<file path="config.mk">
export PLATFORM = sky130hd
export DESIGN_NAME = pi_irq_aggregator
export DESIGN_NICKNAME = d
export VERILOG_FILES = /design/src/rtl/pi_pkg.sv /design/src/rtl/pi_src_latch.sv /design/src/rtl/pi_sum_flag.sv /design/src/rtl/pi_irq_aggregator.sv
export SDC_FILE = /design/constraint.sdc
export NUM_CORES = 1
export LEC_CHECK = 0
export ABC_AREA = 1
export BUFFER_PORTS_ARGS = -buffer_cell sky130_fd_sc_hd__buf_4
export CORE_MARGIN = 4
export CORE_UTILIZATION = 30
export CTS_BUF_LIST = sky130_fd_sc_hd__clkbuf_16
export CTS_CLUSTER_DIAMETER = 120
export DETAILED_ROUTE_END_ITERATION = 6
export PLACE_DENSITY = 0.62
export SYNTH_ARGS = -nofsm -noshare
export SYNTH_HDL_FRONTEND = slang
export SYNTH_HIERARCHICAL = 1
export SYNTH_SLANG_ARGS = --single-unit
</file>
<file path="constraint.sdc">
create_clock -name clk -period 0.99 [get_ports clk]
set_clock_uncertainty 0.2 [all_clocks]
set_input_delay 0.0495 -clock clk [delete_from_list [all_inputs] [get_ports clk]]
set_output_delay 0.0495 -clock clk [all_outputs]
set_load 0.02 [all_outputs]
</file>
<file path="src/rtl/pi_pkg.sv">
package pi_pkg;
    localparam int ADR_MAIN_MASK = 0;
    localparam int ADR_MAIN_PEND = 1;
    localparam int ADR_SRC_MASK  = 2;
    localparam int ADR_SRC_PEND  = 3;

    localparam int PI_BIT   = 5;
    localparam int TOVF_BIT = 0;

    localparam int SRC_T1 = 0;
    localparam int SRC_T2 = 1;
    localparam int SRC_WG = 2;
    localparam int SRC_C5 = 3;

    typedef enum logic {
        SUM_CLEAR  = 1'b0,
        SUM_RAISED = 1'b1
    } sum_state_t;
endpackage

</file>
<file path="src/rtl/pi_src_latch.sv">
module pi_src_latch (
    input  logic clk,
    input  logic rst_n,
    input  logic evt,
    input  logic rd_clr,
    output logic pend
);
    always_ff @(posedge clk) begin
        if (!rst_n)
            pend <= 1'b0;
        else if (evt)
            pend <= 1'b1;
        else if (rd_clr)
            pend <= 1'b0;
    end

    assert_evt_sets_R3: assert property (@(posedge clk) disable iff (!rst_n)
        evt |=> pend);
    assert_evt_wins_R5: assert property (@(posedge clk) disable iff (!rst_n)
        (evt && rd_clr) |=> pend);
    assert_rdclr_R4: assert property (@(posedge clk) disable iff (!rst_n)
        (rd_clr && !evt) |=> !pend);
endmodule

</file>
<file path="src/rtl/pi_sum_flag.sv">
module pi_sum_flag
    import pi_pkg::*;
(
    input  logic clk,
    input  logic rst_n,
    input  logic set_i,
    input  logic clr_i,
    output logic flag
);
    sum_state_t state_q, state_d;

    always_comb begin
        state_d = state_q;
        unique case (state_q)
            SUM_CLEAR:  if (set_i) state_d = SUM_RAISED;
            SUM_RAISED: if (clr_i && !set_i) state_d = SUM_CLEAR;
            default:    state_d = SUM_CLEAR;
        endcase
    end

    always_ff @(posedge clk) begin
        if (!rst_n)
            state_q <= SUM_CLEAR;
        else
            state_q <= state_d;
    end

    always_comb begin
        flag = (state_q == SUM_RAISED);
    end

    assert_set_wins_R10: assert property (@(posedge clk) disable iff (!rst_n)
        set_i |=> flag);
    assert_clear_R10: assert property (@(posedge clk) disable iff (!rst_n)
        (clr_i && !set_i) |=> !flag);
    assert_hold_R9: assert property (@(posedge clk) disable iff (!rst_n)
        (!set_i && !clr_i) |=> (flag == $past(flag)));
endmodule

</file>
<file path="src/rtl/pi_irq_aggregator.sv">
module pi_irq_aggregator
    import pi_pkg::*;
#(
    parameter int ADDR_W = 2,
    parameter int N_SRC  = 4
) (
    input  logic                 clk,
    input  logic                 rst_n,
    input  logic [ADDR_W-1:0]    addr,
    input  logic                 wr_en,
    input  logic                 rd_en,
    input  logic [2*N_SRC-1:0]   wr_data,
    output logic [2*N_SRC-1:0]   rd_data,
    input  logic [N_SRC-1:0]     evt_in,
    input  logic                 ack_pi,
    input  logic                 ack_tovf,
    output logic                 irq_pi,
    output logic                 irq_tovf
);
    localparam int DATA_W = 2 * N_SRC;

    logic [N_SRC-1:0] src_mask_q;
    logic [N_SRC-1:0] src_pend;
    logic             mmask_pi_q, mmask_tovf_q;
    logic             flag_pi, flag_tovf;
    logic             sel_mmask, sel_mpend, sel_smask, sel_spend;
    logic             spend_clr;
    logic             set_pi, set_tovf, clr_pi, clr_tovf;
    logic [N_SRC-1:0] qual_evt;
    logic             unused_wr_bits;

    function automatic logic [DATA_W-1:0] spread(input logic [N_SRC-1:0] v);
        logic [DATA_W-1:0] r;
        for (int i = 0; i < N_SRC; i++) begin
            r[2*i]   = v[i];
            r[2*i+1] = 1'b1;
        end
        return r;
    endfunction

    assign sel_mmask = (addr == ADDR_W'(ADR_MAIN_MASK));
    assign sel_mpend = (addr == ADDR_W'(ADR_MAIN_PEND));
    assign sel_smask = (addr == ADDR_W'(ADR_SRC_MASK));
    assign sel_spend = (addr == ADDR_W'(ADR_SRC_PEND));
    assign spend_clr = rd_en && sel_spend;
    assign unused_wr_bits = ^wr_data;

    always_ff @(posedge clk) begin
        if (!rst_n) begin
            src_mask_q   <= '0;
            mmask_pi_q   <= 1'b0;
            mmask_tovf_q <= 1'b0;
        end else if (wr_en) begin
            if (sel_smask) begin
                for (int i = 0; i < N_SRC; i++)
                    src_mask_q[i] <= wr_data[2*i];
            end
            if (sel_mmask) begin
                mmask_pi_q   <= wr_data[PI_BIT];
                mmask_tovf_q <= wr_data[TOVF_BIT];
            end
        end
    end

    genvar g;
    generate
        for (g = 0; g < N_SRC; g++) begin : g_src
            pi_src_latch u_latch (
                .clk    (clk),
                .rst_n  (rst_n),
                .evt    (evt_in[g]),
                .rd_clr (spend_clr),
                .pend   (src_pend[g])
            );
        end
    endgenerate

    assign qual_evt = evt_in & src_mask_q;
    assign set_pi   = qual_evt[SRC_WG] | qual_evt[SRC_C5];
    assign set_tovf = qual_evt[SRC_T1] | qual_evt[SRC_T2];
    assign clr_pi   = ack_pi   | (wr_en && sel_mpend && !wr_data[PI_BIT]);
    assign clr_tovf = ack_tovf | (wr_en && sel_mpend && !wr_data[TOVF_BIT]);

    pi_sum_flag u_flag_pi (
        .clk   (clk),
        .rst_n (rst_n),
        .set_i (set_pi),
        .clr_i (clr_pi),
        .flag  (flag_pi)
    );

    pi_sum_flag u_flag_tovf (
        .clk   (clk),
        .rst_n (rst_n),
        .set_i (set_tovf),
        .clr_i (clr_tovf),
        .flag  (flag_tovf)
    );

    always_comb begin
        rd_data = '0;
        if (sel_mmask) begin
            rd_data[PI_BIT]   = mmask_pi_q;
            rd_data[TOVF_BIT] = mmask_tovf_q;
        end else if (sel_mpend) begin
            rd_data[PI_BIT]   = flag_pi;
            rd_data[TOVF_BIT] = flag_tovf;
        end else if (sel_smask) begin
            rd_data = spread(src_mask_q);
        end else begin
            rd_data = spread(src_pend);
        end
    end

    assign irq_pi   = flag_pi   & mmask_pi_q;
    assign irq_tovf = flag_tovf & mmask_tovf_q;

    assert_rsv_ones_R2: assert property (@(posedge clk) disable iff (!rst_n)
        (sel_smask || sel_spend) |-> (rd_data[1] && rd_data[3] && rd_data[5] && rd_data[7]));
    assert_pi_needs_mask_R6: assert property (@(posedge clk) disable iff (!rst_n)
        (!flag_pi && !(evt_in[SRC_WG] && src_mask_q[SRC_WG]) && !(evt_in[SRC_C5] && src_mask_q[SRC_C5])) |=> !flag_pi);
    assert_tovf_needs_mask_R7: assert property (@(posedge clk) disable iff (!rst_n)
        (!flag_tovf && !(evt_in[SRC_T1] && src_mask_q[SRC_T1]) && !(evt_in[SRC_T2] && src_mask_q[SRC_T2])) |=> !flag_tovf);
    assert_irq_gate_R8: assert property (@(posedge clk) disable iff (!rst_n)
        (irq_pi |-> (flag_pi && mmask_pi_q)) and (irq_tovf |-> (flag_tovf && mmask_tovf_q)));
endmodule

</file>
---- Word-level counts from Yosys, hierarchy flattened ----
Cells that the tools add are included.
word-level totals
  register bits after elaboration ......... 12
  bits of input ports ..................... 20
  output and inout bits ................... 10
  word-level logic and storage cells ...... 58
cells by class
  eq/ne operators ......................... 3
  multiplexer cells ....................... 20
  bitwise operators ....................... 9
  reduce and logical (&&, ||, !) cells .... 17
operator list
  kind                                           number
  two-way mux 1 bit                              13
  two-way mux 4 bit                              2
  nonzero test 2 bit                             4
  two-way mux 7 bit                              1
  logical AND 1 bit                              6
  bitwise AND 4 bit                              1
  == test 2 bit, second input constant           2
  logical NOT 1 bit                              4
  two-way mux 2 bit                              2
  bitwise OR 1 bit                               4
  case mux 1 bit (2 select lines)                2
  AND reduction 2 bit                            2
  bitwise AND 1 bit                              2
  == test 2 x 1 -> 1 bit, second input constant  1
  logical NOT 2 bit                              1
  inverter 1 bit                                 2

---- Logic depth before layout (Yosys ltp) ----
  depth after elaboration ................. 7
  gate-level depth with buffers ........... 6
  gate-level depth less buffers ........... 6

---- Hierarchy ----
The synthesis kept the hierarchy.
by module, submodules not included
  module             times used  cells each  area each (um2)
  pi_irq_aggregator  1           66          407.9
  pi_src_latch       4           6           43.8
  pi_sum_flag        2           6           43.8

---- Worst setup path after synthesis ----
OpenSTA, ideal clock, no wires.
  kind .................................... reg2out
  from .................................... register src_mask_q[0]
  to ...................................... output rd_data[0]
  data arrival time ....................... 0.826 ns
  data required time ...................... 0.740 ns
  path slack .............................. -0.085 ns
  cell stages (with the launch flop) ...... 5
  path buffers ............................ 0
  cell sequence ........................... dfxtp_1 inv_1 nand3_1 nand3_1 a21oi_1
on the way
  cells in the longest elaborated chain, start to end .. 3
ends and longest elaborated chain
  what                              line                      source
  start: declaration                pi_irq_aggregator.sv:22   logic [N_SRC-1:0] src_mask_q;
  start signal: indexed assignment  pi_irq_aggregator.sv:56   src_mask_q[i] <= wr_data[2*i];
  two-way mux 7 bit                 pi_irq_aggregator.sv:108  end else if (sel_smask) begin
  two-way mux 1 bit                 pi_irq_aggregator.sv:105  end else if (sel_mpend) begin
  two-way mux 1 bit                 pi_irq_aggregator.sv:102  if (sel_mmask) begin
  end: declaration                  pi_irq_aggregator.sv:13   output logic [2*N_SRC-1:0] rd_data,
Every way passes these cells.

---- Final worst setup path ----
  from .................................... register u_flag_tovf.state_q, in the netlist u_flag_tovf/flag
  to ...................................... output rd_data[0]
on the way
  cells in the longest elaborated chain, start to end .. 2
ends and longest elaborated chain
  what                      line                      source
  start: declaration        pi_sum_flag.sv:10         sum_state_t state_q, state_d;
  start signal: assignment  pi_sum_flag.sv:25         state_q <= state_d;
  two-way mux 1 bit         pi_irq_aggregator.sv:105
  two-way mux 1 bit         pi_irq_aggregator.sv:102
Every way passes these cells.

==> results.py <==
metrics = {
    "synthesis": {
        "ys.warnings.count": 6,
        "synth_commonest_cells": "inv_1, nand2_1, nor2_1",
        "synth_cell_types": 17,
        "synth_area_leaders": "dfxtp_1, inv_1, nand2_1, a21oi_2, nor2_1",
        "synth_cells": 102,
        "synth_top_area_share_pct": 35.8,
        "synthArstFlopShare_pct": 0,
        "synth_enable_flop_cells": 0,
        "synth_area_per_cell_um2": 6.57,
        "netlist_area_um2": 671,
        "synth.yosys.seq_area_share_pct": 35.8,
        "synth_most_common_cell": "inv_1",
        "synthFlopType": "dfxtp_1",
        "synth_seq_cells": 12,
        "synth_top_area_cell": "dfxtp_1",
        "synth_fp_nets": 122,
    },
    "pwr": {
        "leakagePower_uw": 0.000606,
        "irDropWorstVdd_mv": 1.12,
        "p_per_area_nw_per_um2": 1360,
        "power.total_uw": 1590,
    },
    "setup_path": {
        "path_class": "flip-flop to output pin",
        "cp_data_arrival_time_ps": 1000,
        "crit_start": "u_flag_tovf/flag",
        "path_max_fanout": 2,
        "crit_path_start_kind": "flip-flop",
        "worst_path_max_delay_cell": "dfxtp_2",
        "crit_chain": "o21ai_0 -> a21oi_2 -> buf_4",
        "r2r_setup_slack_ps": -30,
        "r2r-start": "src_mask_q[0]",
        "critPathCaptureType": "output pin",
        "required_ps": 740,
        "critical-path-max-stage-delay_ps": 320,
    },
    "cells_and_area": {
        "drive_gt1_share_pct": 52.4,
        "nets": 164,
        "n_antenna_cell": 0,
        "post-route-util_pct": 57.5,
        "syn2layout_area_growth_pct": 75.2,
        "final_area_um2": 1170,
        "n_fill_cell": 207,
    },
    "global_route": {
        "antenna_found_initial": 0,
        "grt.busiest_layer": "met2",
        "grt_use_met2_pct": 22.0,
        "met1_usage_pct": 13.4,
        "grt_start_max_net_pins": 13,
        "overflow": 0,
        "grt_pass1_wl_um": 3050,
        "grt_util_all_layers_pct": 12.3,
        "grt_pass1_vias": 710,
        "grtUsageMet3_pct": 5.13,
    },
    "floorplanning": {
        "die_h_um": 55.3,
        "die-area_um2": 3060,
        "core_um2": 2040,
        "io_pins": 30,
        "rows": 16,
        "initial_core_util_pct": 32.8,
        "dieWidth_um": 55.3,
    },
    "cts": {
        "clk_pin_slew_ps": 40,
        "cts_buffers": 3,
        "htree_levels": 1,
        "cts_tree": "yes",
        "clk_latency_ps": 240,
        "cts.sink_count": 12,
        "root_buffer": "clkbuf_16",
        "clk_path_buf_depth": 2,
    },
    "drt": {
        "drt-wirelength-per-cell_um": 10.7,
        "viasPerCell": 4.24,
        "wl_um": 1820,
        "drc_errors": 0,
        "vias": 720,
        "drt_pre_antenna_iters": 4,
        "ant_nets": 0,
        "dr.first_iter.drc_count": 10,
    },
    "timing": {
        "rsz0062_at_grt": "yes",
        "worst-slew-pin-transition_ps": 200,
        "setup_violations": 8,
        "min_period_ps": 1250,
        "holdWs_ps": -121,
        "hold_viol": 5,
        "final_max_slew_viol_count": 0,
        "fmax_mhz": 802,
        "max_slew_margin_pct": 86.6,
        "fin_ws_ps": -256,
        "fin_crit_sh_pct": 126,
    },
    "placement": {
        "port_buffers": 26,
        "place_congestion": 0.775,
        "placement.cell_area_um2": 915,
        "dpl.hpwl_um": 1290,
        "dp_slack_ps": -51.9,
    },
    "flow_run": {
        "drv_cap": 0,
    },
    "status": {
        "status": "finished, violations left",
        "violations": "negative hold slack, negative setup slack",
    },
    "hold_path": {
        "min_from": "wr_data[5]",
        "hold_path.class": "primary input to flip-flop",
    },
}
==> layout make-up <==
cell class                 count  area [um2]  share of cell area [%]
multi-input combinational     59         353                    30.0
timing repair buffer          40         350                    29.8
sequential                    12         254                    21.6
inverter                      28         105                    8.95
clock buffer                   3        75.1                    6.39
tap                           27        33.8                    2.88
clock inverter                 1        3.75                   0.319
==> metrics by stage <==
| step | cells | TNS, ps | hold WS, ps |
|---|---|---|---|
| after floorplan | 102 | 0 | -29.0 |
| after global placement | 156 | -43.8 | 70.7 |
| after detailed placement | 156 | -164 | 78.5 |
| after CTS | 170 | -978 | -119 |
| after global routing | 170 | -1090 | -105 |
| final | 170 | -812 | -121 |
==> registers in the layout, summed over array words and instances (netlist names) <==
register	count
u_flag_pi/flag	1
mmask_pi_q	1
mmask_tovf_q	1
src_mask_q	4
g_src.u_latch/pend	4
u_flag_tovf/flag	1
==> power by group <==
part	switching [uW]	internal, uW
clock	206	531
combinational	154	164
sequential	20.0	519
total	379	1210
==> cells in the final DEF (no fill, tap or decap) <==
cell type,synthesis,final
dlymetal6s4s_1,0,1
a22o_1,2,2
and3_2,1,1
inv_1,25,21
dfxtp_2,0,11
o21ai_0,7,6
dlygate4sd3_1,0,7
dfxtp_1,12,1
nand3_2,0,5
nand2_1,17,10
o22a_1,1,1
inv_2,3,7
o21ai_1,0,1
clkbuf_16,0,3
nor2_4,1,1
buf_2,0,1
nand2_2,1,8
nor2_1,13,13
a21oi_2,6,7
buf_6,0,8
nand3_1,7,2
o21bai_1,2,2
buf_4,2,23
clkinv_1,0,1
==> routing by layer <==
metal / wire, um / up-vias / share of wire (%)
li1: - / 388 / -
met1: 812 / 315 / 45
met2: 901 / 17 / 50
met3: 106 / 0 / 5.8
met4: 0 / 0 / 0
met5: 0 / - / 0
==> worst paths after layout <==
| kind | end | cells after the start |
|---|---|---|
| min reg2reg | g_src[3].u_latch/pend | 2 |
| max | rd_data[0] | 3 |
| max reg2reg | u_flag_tovf/flag | 4 |
| min | mmask_pi_q | 3 |
==> worst max-delay path: cells and delay by family (launching register included) <==
kind,cells,cell delay [ps]
buffers and inverters,1,150
flip-flops,1,320
AO/OA/AOI/OAI,2,280
==> timing repair <==
action | CTS | global route
hold buffers | 9 | 1
gates cloned | 0 | 1
gates resized for setup | 29 | 9
endpoints found under the hold margin | 12 | 6
buffers inserted | 1 | 1
pin swaps | 12 | 5
setup endpoints to repair | 7 | 19
==> kinds of logic after synthesis <==
| kind of cell | share of synthesized area [%] |
|---|---|
| buffers and inverters | 18.5 |
| AO/OA/AOI/OAI | 20.0 |
| AND/OR/NAND/NOR | 25.7 |
| flip-flops | 35.8 |
(Power assumes the default switching activity.)
